==> config.mk <==
export PLATFORM = sky130hd
export DESIGN_NAME = bpf_trace_packer
export DESIGN_NICKNAME = d
export VERILOG_FILES = /design/src/rtl/trace_pack_pkg.sv /design/src/rtl/trace_br_accum.sv /design/src/rtl/trace_emit_sel.sv /design/src/rtl/trace_item_fifo.sv /design/src/rtl/bpf_trace_packer.sv
export SDC_FILE = /design/constraint.sdc
export NUM_CORES = 1
export LEC_CHECK = 0
export ABC_AREA = 1
export BUFFER_PORTS_ARGS = -buffer_cell sky130_fd_sc_hd__buf_4
export CELL_PAD_IN_SITES_DETAIL_PLACEMENT = 0
export CELL_PAD_IN_SITES_GLOBAL_PLACEMENT = 1
export CORE_UTILIZATION = 35
export CTS_CLUSTER_DIAMETER = 120
export DETAILED_ROUTE_END_ITERATION = 12
export PLACE_DENSITY_LB_ADDON = 0.1
export SETUP_SLACK_MARGIN = 0.1
export SLEW_MARGIN = 20
export SYNTH_ARGS = -nofsm -noshare
export SYNTH_HDL_FRONTEND = slang
export SYNTH_SLANG_ARGS = --single-unit
==> constraint.sdc <==
create_clock -name clk -period 4.72 [get_ports clk]
set_clock_uncertainty 0.1 [all_clocks]
set_input_delay 0.472 -clock clk [delete_from_list [all_inputs] [get_ports clk]]
set_output_delay 0.472 -clock clk [all_outputs]
set_load 0.01 [all_outputs]
==> src/rtl/trace_pack_pkg.sv <==
package trace_pack_pkg;
  localparam int ITEM_W = 18;
  localparam int SLOTS  = 12;
  localparam int CNT_W  = 4;
  localparam int HALF_W = 16;
  localparam int PC_W   = 2 * HALF_W;
  localparam int LANES  = 3;
  localparam int LANE_W = $clog2(LANES + 1);

  typedef logic [ITEM_W-1:0] item_t;
  typedef logic [CNT_W-1:0]  cnt_t;
  typedef logic [SLOTS-1:0]  slots_t;

  typedef enum logic [1:0] {
    KIND_BRANCH = 2'b00,
    KIND_PC     = 2'b01
  } kind_e;

  function automatic item_t mk_branch(cnt_t n, slots_t b);
    kind_e k;
    k = KIND_BRANCH;
    return {k, n, b};
  endfunction

  function automatic item_t mk_pc(logic [HALF_W-1:0] h);
    kind_e k;
    k = KIND_PC;
    return {k, h};
  endfunction
endpackage

==> src/rtl/trace_br_accum.sv <==
module trace_br_accum
  import trace_pack_pkg::*;
(
  input  logic   clk,
  input  logic   rst_n,
  input  logic   ev,
  input  logic   taken,
  input  logic   drain,
  output cnt_t   post_cnt,
  output slots_t post_bits,
  output logic   post_full
);
  cnt_t   cnt_q;
  slots_t bits_q;

  // view of the open item after this cycle's strobe is applied
  always_comb begin
    post_cnt  = cnt_q;
    post_bits = bits_q;
    if (ev) begin
      post_bits[CNT_W'(SLOTS - 1) - cnt_q] = taken;
      post_cnt = cnt_q + cnt_t'(1);
    end
    post_full = (post_cnt == cnt_t'(SLOTS));
  end

  always_ff @(posedge clk or negedge rst_n) begin
    if (!rst_n) begin
      cnt_q  <= '0;
      bits_q <= '0;
    end else if (drain || post_full) begin
      cnt_q  <= '0;
      bits_q <= '0;
    end else begin
      cnt_q  <= post_cnt;
      bits_q <= post_bits;
    end
  end
endmodule

==> src/rtl/trace_emit_sel.sv <==
module trace_emit_sel
  import trace_pack_pkg::*;
(
  input  cnt_t                    post_cnt,
  input  slots_t                  post_bits,
  input  logic                    post_full,
  input  logic                    pc_req,
  input  logic [PC_W-1:0]         pc,
  input  logic                    flush,
  output logic [LANES-1:0][ITEM_W-1:0] lane,
  output logic [LANE_W-1:0]       n_items,
  output logic                    drain
);
  logic [LANE_W-1:0] k;

  always_comb begin
    lane = '0;
    k    = '0;
    if (post_full) begin
      lane[k] = mk_branch(post_cnt, post_bits);
      k = k + LANE_W'(1);
    end
    if (pc_req) begin
      if (!post_full && post_cnt != '0) begin
        lane[k] = mk_branch(post_cnt, post_bits);
        k = k + LANE_W'(1);
      end
      lane[k] = mk_pc(pc[PC_W-1:HALF_W]);
      k = k + LANE_W'(1);
      lane[k] = mk_pc(pc[HALF_W-1:0]);
      k = k + LANE_W'(1);
    end else if (flush) begin
      lane[k] = post_full ? mk_branch('0, '0) : mk_branch(post_cnt, post_bits);
      k = k + LANE_W'(1);
    end
    n_items = k;
    drain   = pc_req | flush;
  end
endmodule

==> src/rtl/trace_item_fifo.sv <==
module trace_item_fifo
  import trace_pack_pkg::*;
#(
  parameter int DEPTH = 8,
  localparam int PW = $clog2(DEPTH),
  localparam int CW = $clog2(DEPTH + 1)
) (
  input  logic                         clk,
  input  logic                         rst_n,
  input  logic [LANE_W-1:0]            wr_n,
  input  logic [LANES-1:0][ITEM_W-1:0] wr_data,
  input  logic                         pop,
  output logic [ITEM_W-1:0]            rd_data,
  output logic                         not_empty,
  output logic [CW-1:0]                count
);
  item_t        mem [DEPTH];
  logic [PW-1:0] wr_ptr, rd_ptr;
  logic [PW-1:0] lane_addr [LANES];

  for (genvar g = 0; g < LANES; g++) begin : g_addr
    assign lane_addr[g] = wr_ptr + PW'(g);
  end

  always_ff @(posedge clk) begin
    for (int i = 0; i < LANES; i++) begin
      if (LANE_W'(i) < wr_n) mem[lane_addr[i]] <= wr_data[i];
    end
  end

  always_ff @(posedge clk or negedge rst_n) begin
    if (!rst_n) begin
      wr_ptr <= '0;
      rd_ptr <= '0;
      count  <= '0;
    end else begin
      wr_ptr <= wr_ptr + PW'(wr_n);
      if (pop) rd_ptr <= rd_ptr + PW'(1);
      count <= count + CW'(wr_n) - CW'(pop);
    end
  end

  assign rd_data   = mem[rd_ptr];
  assign not_empty = (count != '0);
endmodule

==> src/rtl/bpf_trace_packer.sv <==
module bpf_trace_packer
  import trace_pack_pkg::*;
#(
  parameter int FIFO_DEPTH = 8,
  localparam int CW = $clog2(FIFO_DEPTH + 1)
) (
  input  logic        clk,
  input  logic        rst_n,
  input  logic        br_valid,
  input  logic        br_taken,
  input  logic        pc_valid,
  input  logic [31:0] pc_value,
  input  logic        flush,
  output logic        item_valid,
  input  logic        item_ready,
  output logic [17:0] item_data,
  output logic        overflow
);
  cnt_t                         post_cnt;
  slots_t                       post_bits;
  logic                         post_full;
  logic [LANES-1:0][ITEM_W-1:0] lane;
  logic [LANE_W-1:0]            n_items;
  logic [LANE_W-1:0]            wr_n;
  logic                         drain;
  logic [CW-1:0]                count;
  logic [CW-1:0]                free_slots;
  logic                         fits;
  logic                         ovf_q;

  trace_br_accum u_accum (
    .clk      (clk),
    .rst_n    (rst_n),
    .ev       (br_valid),
    .taken    (br_taken),
    .drain    (drain),
    .post_cnt (post_cnt),
    .post_bits(post_bits),
    .post_full(post_full)
  );

  trace_emit_sel u_sel (
    .post_cnt (post_cnt),
    .post_bits(post_bits),
    .post_full(post_full),
    .pc_req   (pc_valid),
    .pc       (pc_value),
    .flush    (flush),
    .lane     (lane),
    .n_items  (n_items),
    .drain    (drain)
  );

  // all-or-nothing admission of one cycle's items
  assign free_slots = CW'(FIFO_DEPTH) - count;
  assign fits       = (CW'(n_items) <= free_slots);
  assign wr_n       = fits ? n_items : '0;

  trace_item_fifo #(.DEPTH(FIFO_DEPTH)) u_fifo (
    .clk      (clk),
    .rst_n    (rst_n),
    .wr_n     (wr_n),
    .wr_data  (lane),
    .pop      (item_valid & item_ready),
    .rd_data  (item_data),
    .not_empty(item_valid),
    .count    (count)
  );

  always_ff @(posedge clk or negedge rst_n) begin
    if (!rst_n)                       ovf_q <= 1'b0;
    else if (!fits && n_items != '0) ovf_q <= 1'b1;
  end

  assign overflow = ovf_q;
endmodule

======== Word level (Yosys, flattened, before mapping) ========
Memory sizes are Yosys's and may differ from the RTL's.
Index checks and enable logic that the tools add are counted.
storage, ports and cells
  bits in registers ....................... 27
  bits in writable memories ............... 144
  input bits .............................. 39
  output and inout port bits .............. 20
  logic and storage cells ................. 81
  memories ................................ 1
operators by class
  add/sub/neg operators ................... 12
  magnitude comparators ................... 12
  equality and inequality tests ........... 1
  multiplexer cells ....................... 35
  bitwise gates (word level) .............. 2
  reductions and logical operators ........ 12
memories
  name        depth  width  rd ports  clocked after memory_dff  wr ports  line                   source
  u_fifo.mem  8      18     1         0                         3         trace_item_fifo.sv:17  item_t mem [DEPTH];
operators by type and width
  cell                                                               count
  bitwise mux 54 bit                                                 4
  2-to-1 mux 54 bit                                                  4
  demux 18 bit (select 2 bit)                                        3
  2-to-1 mux 18 bit                                                  3
  2-to-1 mux 16 bit                                                  2
  2-to-1 mux 12 bit                                                  2
  bitwise mux 12 bit                                                 1
  2-to-1 mux 2 bit                                                   5
  2-to-1 mux 1 bit                                                   8
  2-to-1 mux 4 bit                                                   2
  nonzero test 4 bit                                                 2
  subtractor 4 bit, first input constant                             2
  adder 3 x 1 -> 3 bit, second input constant                        2
  logical AND 1 bit                                                  6
  less-than comparator 2 x 3 -> 1 bit, second input constant         2
  less-than comparator 4 x 5 -> 1 bit, second input constant         1
  adder 2 x 1 -> 2 bit, second input constant                        2
  adder 4 x 1 -> 4 bit, second input constant                        1
  adder 4 x 2 -> 4 bit                                               1
  demux 1 bit (select 4 bit)                                         1
  == test 4 bit, second input constant                               1
  greater-or-equal comparator 2 x 1 -> 1 bit, second input constant  2
  greater-or-equal comparator 4 x 1 -> 1 bit, second input constant  1
  less-or-equal comparator 2 x 4 -> 1 bit                            1
  other kinds (13)                                                   15

======== Logic depth before layout (Yosys ltp) ========
Gate-level depths: netlist of run 1.
  word-level depth ........................ 15
  mapped depth ............................ 28

======== Modules after synthesis ========
A second synthesis of run 1 with hierarchy kept.
second synthesis, totals
  cell total of the unflattened synthesis .. 1739
  area total of the unflattened synthesis .. 12409.4 um^2
by module, submodules not included
  module            instances  cells an instance  area each (um^2)  sequential area each (um^2)
  trace_item_fifo   1          1406               10486.3           4574.4
  trace_br_accum    1          140                987.2             400.4
  trace_emit_sel    1          161                750.7             0.0
  bpf_trace_packer  1          32                 185.2             25.0

======== Worst setup path before layout of run 1 ========
No wires, ideal clock.
  kind .................................... register to register
  start point ............................. reg u_accum.cnt_q[0]
  end point ............................... mem u_fifo.mem[2][0] in the netlist's numbering, enable pin
  setup time .............................. 425 ps
  data arrival time ....................... 3344 ps
  path slack .............................. 851 ps
  cell stages (with the launch flop) ...... 23
  buffers on the path ..................... 2
  cells stage by stage .................... dfrtp_1 inv_1 ha_1 inv_1 nand2_1 nand2_2 nand2_2 nor2_1 nand2_1 inv_1 ha_1 inv_1 nand2_1 nand2_4 ha_1 nand2_1 nand3_1 nor2_1 nand2_2 buf_2 nand4_1 buf_2 nand3_1
RTL lines
  what                      line                   source
  start: declaration        trace_br_accum.sv:13   cnt_t cnt_q;
  start signal: assignment  trace_br_accum.sv:35   cnt_q <= post_cnt;
  end: declaration          trace_item_fifo.sv:17

==> results.cfg, run 1 <==
[critical_path]
crit_chain = inv_1 > ha_1 > inv_1 > nand2_1 > nand2_2 > nand2_2 > nor2_1 > nand2_1 > inv_1 > ha_1 > nor2_1 > inv_2 > ha_1 > a21oi_1 > nor2_1 > nand2_4 > nand2_2 > nor2_8 > buf_4 > nand2_2 > nand3_1 > buf_12
crit_path_end_kind = flip-flop
critPathKind = flip-flop to flip-flop
crit_buf_inv = 6
startpoint_type = flip-flop
crit_path_frequent_cell = nand2_2
cp_slowest_cell = dfrtp_1
r2r-start = u_accum.cnt_q[0]$_DFF_PN0_
rrSetupSlack_ns = 0.61
slowest_delay_ns = 0.45
critPathMaxFanout = 18
crit_family = simple AND/OR/NAND/NOR gates
worst-r2r-cell-count = 22
required_ns = 4.77
cp.arrival_ns = 4.16
r2r_end = u_fifo.mem[3][5]$_DFFE_PP_

[run]
maxCapViolCount = 0

[synth]
yosys-top-cells-count = nand3_1, nand2_1, nor2_1, edfxtp_1, o21ai_0
yosys_most_used_dff = edfxtp_1
synthTopCellsByArea = edfxtp_1, nand3_1, nand2_1, dfrtp_1, nor2_1
synth-seq-cells = 163
yosysMostFrequentCell = nand3_1
async_flop_share_pct = 16.6
yosys_warnings = 0
syn_nets = 1563
synth-edff-count = 136
yosysSeqAreaShare_pct = 41.6
ys_types = 35
synthCells = 1505
avgSynthCellArea_sq_um = 7.60
synth_top_cell_area_share_pct = 35.7
synth_area_leader_cell = edfxtp_1
synth_area_sq_mm = 0.0114

[sta]
setup-tns-final_ns = 0
fmax_ghz = 0.243
slew-limit-headroom_pct = 30.7
tightest_slew_ns = 1.03
min_period_ns = 4.11
rsz0062_at_grt = no
slew_violations = 0
hold_violations = 0
setup_viol = 0
finalCritPeriodShare_pct = 87.1
hold_slack_ns = 0.231

[final_layout]
syn_to_final_growth_pct = 14.5
n_fill_cell = 3386
drive_gt1_share_pct = 15.3
nets = 1617
post-route-cell-area_sq_mm = 0.0131
diodes = 0

[clock_network]
h-tree-depth = 4
cts_tree = yes
cts_num_sinks = 163
clkTransAtPathRegs_ns = 0.07
insertion_delay_ns = 0.44
cts_root_buf = clkbuf_16
clockBufferDepth = 2
numCtsBuffers = 17

[place]
post_dp_cell_area_sq_mm = 0.0125
place.gp.congestion = 0.873
portBuffers = 57
hpwl_mm = 32.5

[routing]
vias_per_cell = 5.97
drt_drc_violations_left = 0
drt_iter0_markers = 1425
dr.pass1.iters = 6
avgRoutedWirePerCell_um = 25.9
vias = 12000
ant_nets = 0
routed_wl_mm = 52.1

[grt]
antenna_found_initial = 0
grt_max_degree = 74
grt_usage_pct = 32.0
grt_pass1_wl_mm = 77.4
grt_pass1_vias = 11800
grt.overflow.total = 0

[pwr]
sw_frac_of_total_pct = 48.6
power_density_mw_per_mm2 = 705
combPwrFrac_pct = 55.6
ir_worst_vdd_mv = 0.447
intPower_w = 0.00474
p_leak_nw = 5.85
power.switching_w = 0.00448
clockPowerShare_pct = 14.7
power_frac_seq_pct = 29.6

[floorplanning]
num_rows = 65
start_util_pct = 35.9
die_area_sq_mm = 0.0334
die_h_um = 183
fp.dieW_um = 183
io_pins = 59
core-area_sq_mm = 0.0319

[min_path]
hold_end = u_fifo.rd_ptr[0]$_DFFE_PN0P_
min_path_cells = 3
min_from = item_ready
hold_path.class = primary input to flip-flop

[outcome]
status = finished, final reports clean
cell type report:
type / instances / area, sq um / area share, %
multi-input cells: 1179 / 5920 / 45.2
flip-flops and latches: 163 / 4760 / 36.4
inverters: 68 / 255 / 1.95
clock inverters: 13 / 105 / 0.803
well taps: 435 / 544 / 4.16
repair buffers: 130 / 1080 / 8.24
clock buffers: 18 / 429 / 3.28
state kept, by name, summed over array words and instances, names as in the netlist:
| register | flops |
|---|---|
| overflow | 1 |
| u_fifo.count | 4 |
| u_accum.cnt_q | 4 |
| u_accum.bits_q | 12 |
| u_fifo.wr_ptr | 3 |
| u_fifo.rd_ptr | 3 |
| u_fifo.mem | 136 |
kinds of logic after synthesis:
kind of cell / after synthesis / synth area share [%]
AND/OR/NAND/NOR: 1016 / 42.6
buffers and inverters: 163 / 6.62
flip-flops: 163 / 41.6
AO/OA/AOI/OAI: 137 / 6.39
adder cells (fa/ha/maj): 19 / 2.21
XOR/XNOR: 6 / 0.526
other: 1 / 0.0328
power groups by stage:
stage | combinational, W | sequential (W) | clock (W)
2_1_floorplan | 0.00289 | 0.00266 | 0
3_3_place_gp | 0.00498 | 0.00275 | 0
3_5_place_dp | 0.00498 | 0.00276 | 0
4_1_cts | 0.00500 | 0.00273 | 0.00137
5_1_grt | 0.00553 | 0.00279 | 0.00143
6_report | 0.00513 | 0.00273 | 0.00136
what timing repair did:
| item | CTS | global route |
|---|---|---|
| buffers inserted | 0 | 10 |
| hold buffers | 1 | 0 |
| gates resized for setup | 0 | 1 |
| endpoints found under the setup margin | 0 | 63 |
| hold endpoints to repair | 27 | 0 |
worst register-to-register path: stages, from the launching register on:
cell and delay (ns):
dfrtp_1 0.45, inv_1 0.11, ha_1 0.29, inv_1 0.05, nand2_1 0.05, nand2_2 0.10, nand2_2 0.08, nor2_1 0.13
nand2_1 0.11, inv_1 0.07, ha_1 0.14, nor2_1 0.06, inv_2 0.19, ha_1 0.27, a21oi_1 0.15, nor2_1 0.08
nand2_4 0.18, nand2_2 0.16, nor2_8 0.23, buf_4 0.16, nand2_2 0.04, nand3_1 0.38, buf_12 0.24
stage by stage:
stage	util (%)	power (W)	setup WS, ns	std cells
2_1_floorplan	-	0.00556	0.851	1505
3_3_place_gp	39.1	0.00773	0.409	1964
3_5_place_dp	39.1	0.00775	0.446	1964
4_1_cts	40.8	0.00910	0.417	1996
5_1_grt	41.1	0.00975	0.214	2006
6_report	41.1	0.00922	0.610	2006
worst max path at each step:
stage	from	end	slack, ns	depth (start not counted)
2_1_floorplan	u_accum.cnt_q[0]$_DFF_PN0_	u_fifo.mem[2][0]$_DFFE_PP_	0.85	22
3_3_place_gp	u_accum.cnt_q[0]$_DFF_PN0_	u_fifo.mem[7][11]$_DFFE_PP_	0.41	21
3_5_place_dp	u_accum.cnt_q[0]$_DFF_PN0_	u_fifo.mem[0][3]$_DFFE_PP_	0.45	21
4_1_cts	u_accum.cnt_q[0]$_DFF_PN0_	u_fifo.mem[0][12]$_DFFE_PP_	0.42	21
5_1_grt	u_accum.cnt_q[0]$_DFF_PN0_	u_fifo.count[2]$_DFF_PN0_	0.21	25
6_report	u_accum.cnt_q[0]$_DFF_PN0_	u_fifo.mem[3][5]$_DFFE_PP_	0.61	22
routing by layer:
| layer | vias to the layer above | global-route usage [%] | wire length, um |
|---|---|---|---|
| met1 | 5765 | 41.3 | 21600 |
| met5 | - | 0 | 0 |
| met4 | 0 | 13.9 | 2030 |
| met2 | 656 | 51.4 | 23700 |
| met3 | 138 | 7.00 | 4730 |
| li1 | 5410 | - | - |
cell usage in the layout, fill, tap and decap left out, drive strengths merged:
cell	synthesis	routed
nor3	9	9
conb	1	1
nand2	246	246
dfrtp	27	27
ha	17	17
xor2	3	3
a31oi	17	17
buf	54	129
nand4	9	9
a21oi	2	2
nor2	177	177
dlygate4sd3	0	1
nand3	574	574
o21ai	100	100
fa	2	2
edfxtp	136	136
clkinvlp	0	5
a21o	1	1
or2	1	1
clkinv	1	3
xnor2	3	3
inv	67	73
o22ai	17	17
clkbuf	41	18
Power figures use the tool's default switching activity.
==> run 2, diff against run 1 <==
- CORE_UTILIZATION: 35 -> 32
==> results.cfg, run 2 (same netlist as run 1, synthesis figures left out) <==
[routing]
drt_iter0_markers = 1414
wl_met3_mm = 4.98
avgRoutedWirePerCell_um = 26.2
ant_nets = 0
drt_drc_violations_left = 0
m1WireLength_mm = 22.3
routed_wl_mm = 52.8
vias_per_cell = 5.88
vias = 11800
dr.pass1.iters = 6
maxUsedRoutingLayer = met4
wl_met2_mm = 23.5

[clock_network]
postCtsSetupBuffers = 0
cts_root_buf = clkbuf_16
numCtsBuffers = 17
h-tree-depth = 4
cts_tree = yes
cts_num_sinks = 163
insertion_delay_ns = 0.46
clockBufferDepth = 2
clkTransAtPathRegs_ns = 0.07

[final_layout]
nets = 1604
most-common-layout-cells = nand3_1, nand2_1, nor2_1, edfxtp_1, buf_4
drive_gt1_share_pct = 14.6
diodes = 0
final_common_cell = nand3_1
largest_register_ff_count = 136
instances_no_fill = 2014
fin_util_pct = 37.4
syn_to_final_growth_pct = 14.1

[critical_path]
critPathKind = flip-flop to flip-flop
critPathMaxFanout = 18
worst-r2r-cell-count = 19
required_ns = 4.72
startpoint_type = flip-flop
cp.arrival_ns = 4.18
startpoint = u_accum.cnt_q[0]$_DFF_PN0_
r2r-start = u_accum.cnt_q[0]$_DFF_PN0_
rrSetupSlack_ns = 0.54
crit_path_end_kind = flip-flop
r2r_end = u_fifo.mem[0][11]$_DFFE_PP_

[sta]
setup_viol = 0
slew_violations = 0
hold_slack_ns = 0.220
rsz0062_at_grt = yes
tightest_slew_ns = 1.13
finalWorstSetupSlack_ns = 0.539
fmax_ghz = 0.239
slew-limit-headroom_pct = 24.1
setup-tns-final_ns = 0
finalCritPeriodShare_pct = 88.6
min_period_ns = 4.18
hold_violations = 0

[floorplanning]
io_pins = 59
num_rows = 68
start_util_pct = 32.8
fp.dieW_um = 191
die_area_sq_mm = 0.0365
die_h_um = 191
core-area_sq_mm = 0.0349

[grt]
grt_usage_pct = 29.7
grt_max_degree = 81
grt_pass1_vias = 11200
grt.overflow.total = 0
antenna_found_initial = 0
grt_pass1_wl_mm = 77.3

[place]
dp.cells = 1981
hpwl_mm = 32.6
place_ws_ns = 0.510
portBuffers = 57
place.gp.congestion = 0.850

[min_path]
min_from = item_ready
min_path_cells = 3
hold_path.class = primary input to flip-flop
hold_end = u_fifo.rd_ptr[0]$_DFFE_PN0P_

[pwr]
ir_worst_vdd_mv = 0.464
p_leak_nw = 5.81
power_density_mw_per_mm2 = 712

[outcome]
status = finished, final reports clean

[run]
maxCapViolCount = 0
-- run 2: cell types whose count changed in the layout (fill, tap and decap cells not counted), sizes merged --
cell	before	now
clkinv	3	9
clkbuf	18	17
clkinvlp	5	2
bufinv	0	2
buf	129	116
inv	73	70
-- run 2: power by group --
| group | total (W) | switching [W] | internal [W] | leakage, nW |
|---|---|---|---|---|
| registers | 0.00275 | 0.000242 | 0.00251 | 1.63 |
| clock network | 0.00144 | 0.000661 | 0.000783 | 0.279 |
| logic | 0.00509 | 0.00361 | 0.00149 | 3.90 |
| total | 0.00928 | 0.00451 | 0.00478 | 5.81 |
-- run 2: what timing repair did --
action / in CTS / in global routing
hold buffers: 1 / 0
resized for setup: 0 / 1
endpoints found under the hold margin: 27 / 0
endpoints found under the setup margin: 0 / 1
-- run 2: cell type report --
type	instances	area, sq um
Fill cell	3684	21800
Multi-Input combinational cell	1179	5930
Sequential cell	163	4760
Timing Repair Buffer	117	951
Tap cell	455	569
Clock buffer	17	425
Inverter	68	255
Clock inverter	15	158
-- run 2: critical path: stages, from the launching register on --
cell     delay, ns
dfrtp_1       0.44
inv_1         0.11
ha_1          0.29
inv_1         0.03
nand2_1       0.06
nand2_2       0.08
nand2_2       0.09
nor2_1        0.05
nand2_1       0.09
inv_1         0.05
ha_1          0.17
nor2_1        0.15
inv_2         0.12
ha_1          0.33
a21oi_1       0.15
nor2_1        0.07
nand2_2       0.25
nand4_1       0.51
nand3_1       0.26
buf_4         0.43
-- run 2: worst max-delay path by stage --
stage | slack (ns) | cells past startpoint | to
finish | 0.54 | 19 | u_fifo.mem[0][11]$_DFFE_PP_
global route | 0.1 | 23 | u_fifo.mem[1][7]$_DFFE_PP_
CTS | 0.48 | 23 | u_fifo.count[2]$_DFF_PN0_
detailed placement | 0.51 | 23 | u_fifo.count[2]$_DFF_PN0_
global placement | 0.59 | 26 | u_fifo.count[3]$_DFF_PN0_
floorplan | 0.85 | 22 | u_fifo.mem[2][0]$_DFFE_PP_
-- run 2: per-layer routing --
layer | up-vias | GRT usage, %
met4 | 0 | 11.4
li1 | 5391 | -
met1 | 5696 | 40.4
met2 | 637 | 46.1
met3 | 119 | 6.15
met5 | - | 0
-- run 2: per-stage QoR --
step | total power, W | instance area (sq um)
2_1_floorplan | 0.00556 | 11400
3_3_place_gp | 0.00774 | 12400
3_5_place_dp | 0.00778 | 12400
4_1_cts | 0.00924 | 13000
5_1_grt | 0.00981 | 13000
6_report | 0.00928 | 13000
==> run 3, diff against run 2 <==
- CORE_UTILIZATION: 32 -> 47
==> results.cfg, run 3 (same netlist as run 1, synthesis figures left out) <==
[outcome]
status = finished, final reports clean

[critical_path]
required_ns = 4.82
crit_path_end_kind = flip-flop
crit_path_frequent_cell = nand2_2
crit_chain = inv_1 > ha_1 > inv_1 > nand2_1 > nand2_2 > nand2_2 > nor2_1 > nand2_1 > inv_1 > ha_1 > nor2_1 > inv_2 > ha_1 > a21oi_1 > nor2_1 > nand2_2 > nand2_2 > buf_4 > nor2_4 > nand3_1 > nand3_1 > nand2_1
startpoint_type = flip-flop
critPathMaxFanout = 18
r2r-start = u_accum.cnt_q[0]$_DFF_PN0_
slowest_delay_ns = 0.56
cp.arrival_ns = 4.35
critPathKind = flip-flop to flip-flop
startpoint = u_accum.cnt_q[0]$_DFF_PN0_
cp_slowest_cell = nor2_4

[routing]
vias_per_cell = 6.44
dr.pass1.iters = 8
ant_nets = 0
drt_drc_violations_left = 0
drt_iter0_markers = 1684
avgRoutedWirePerCell_um = 25.1
vias = 12100
routed_wl_mm = 47.0

[pwr]
ir_worst_vdd_mv = 0.508
p_leak_nw = 5.76
sw_frac_of_total_pct = 47.8
power_density_mw_per_mm2 = 705
clockPowerShare_pct = 15.8
combPwrFrac_pct = 53.9
power.switching_w = 0.00431
finalPower_w = 0.00902
intPower_w = 0.00471
power_frac_seq_pct = 30.3

[grt]
grt_use_met3_pct = 8.68
use_met2_pct = 58.8
grt_pass1_wl_mm = 69.4
grt_pass1_vias = 11200
grt_busiest_layer = met2
grt.overflow.total = 0
grt_usage_pct = 38.6
use_met1_pct = 50.6
antenna_found_initial = 0
grt_max_degree = 70

[clock_network]
cts_num_sinks = 163
clkTransAtPathRegs_ns = 0.07
cts_tree = yes
postCtsHoldBufs = 1
cts_root_buf = clkbuf_16
h-tree-depth = 4
clockBufferDepth = 2
postCtsSetupBuffers = 0
cts_resized = 0
insertion_delay_ns = 0.45
numCtsBuffers = 17

[sta]
hold_slack_ns = 0.229
fmax_ghz = 0.235
slew_violations = 0
tightest_slew_ns = 1.00
hold_violations = 0
rsz0062_at_grt = no
min_period_ns = 4.25
slew-limit-headroom_pct = 32.8
finalCritPeriodShare_pct = 90.1
setup-tns-final_ns = 0
setup_viol = 0

[floorplanning]
die_h_um = 158
io_pins = 59
num_rows = 56
start_util_pct = 48.3
die_area_sq_mm = 0.0249
fp.dieW_um = 158
core-area_sq_mm = 0.0237

[final_layout]
syn_to_final_growth_pct = 11.9
diodes = 0
final_common_cell = nand3_1
drive_gt1_share_pct = 14.4
largest_register_ff_count = 136
most-common-layout-cells = nand3_1, nand2_1, nor2_1, edfxtp_1, buf_4
nets = 1599

[run]
maxCapViolCount = 0

[place]
place.gp.congestion = 0.910
hpwl_mm = 29.6
portBuffers = 57

[min_path]
hold_path.class = primary input to flip-flop
min_from = item_ready
[run 3: cell types whose count changed in the layout (fill, tap and decap cells not counted), sizes merged]
cell,delta
buf,-5
clkinv,-4
inv,+3
clkbuf,+2
bufinv,-1
[run 3: cell type report]
type                    instances  area [sq um]
fillers                      2375         10900
multi-input cells            1179          5920
flip-flops and latches        163          4760
repair buffers                112           868
clock buffers                  19           443
well taps                     319           399
inverters                      68           255
clock inverters                13           143
[run 3: final timing paths]
kind                                           endpoint  slack, ns  depth (start not counted)
setup / recovery             u_fifo.mem[5][5]$_DFFE_PP_       0.47                         22
min in group asynchronous  u_fifo.rd_ptr[1]$_DFFE_PN0P_       0.38                          2
hold reg to reg                    overflow$_DFFE_PN0P_       0.44                          1
max in group asynchronous   u_accum.bits_q[0]$_DFF_PN0_       3.81                          2
setup reg to reg             u_fifo.mem[5][5]$_DFFE_PP_       0.47                         22
hold / removal             u_fifo.rd_ptr[0]$_DFFE_PN0P_       0.23                          3
[run 3: metrics by stage]
| stage | instance area (sq um) | cells | worst slack, ns | util (%) |
|---|---|---|---|---|
| finish | 12800 | 1873 | 0.467 | 54.0 |
| global placement | 12200 | 1840 | 0.620 | 51.5 |
| floorplan | 11400 | 1505 | 0.851 | - |
| global route | 12800 | 1873 | 0.152 | 54.0 |
| detailed placement | 12200 | 1840 | 0.587 | 51.5 |
| CTS | 12800 | 1873 | 0.539 | 54.0 |
[run 3: power by group through the flow]
stage / registers, W / logic, W / clock network [W]
5_1_grt: 0.00279 / 0.00520 / 0.00147
6_report: 0.00273 / 0.00486 / 0.00142
2_1_floorplan: 0.00266 / 0.00289 / 0
3_5_place_dp: 0.00275 / 0.00472 / 0
3_3_place_gp: 0.00275 / 0.00469 / 0
4_1_cts: 0.00272 / 0.00474 / 0.00143
[run 3: routing by layer]
layer / part of all wire, % / vias to the layer above / wire length (um)
met5: 0 / - / 0
met4: 6.4 / 0 / 3020
met2: 43 / 896 / 20100
li1: - / 5378 / -
met3: 13 / 213 / 5960
met1: 38 / 5580 / 17900
[run 3: worst max-delay path: cells and delay by family (launching register included)]
family	cells	cell delay [ns]
simple gates	13	1.93
fa+ha+maj	3	0.78
buf+inv	5	0.56
flops	1	0.44
compound gates	1	0.16
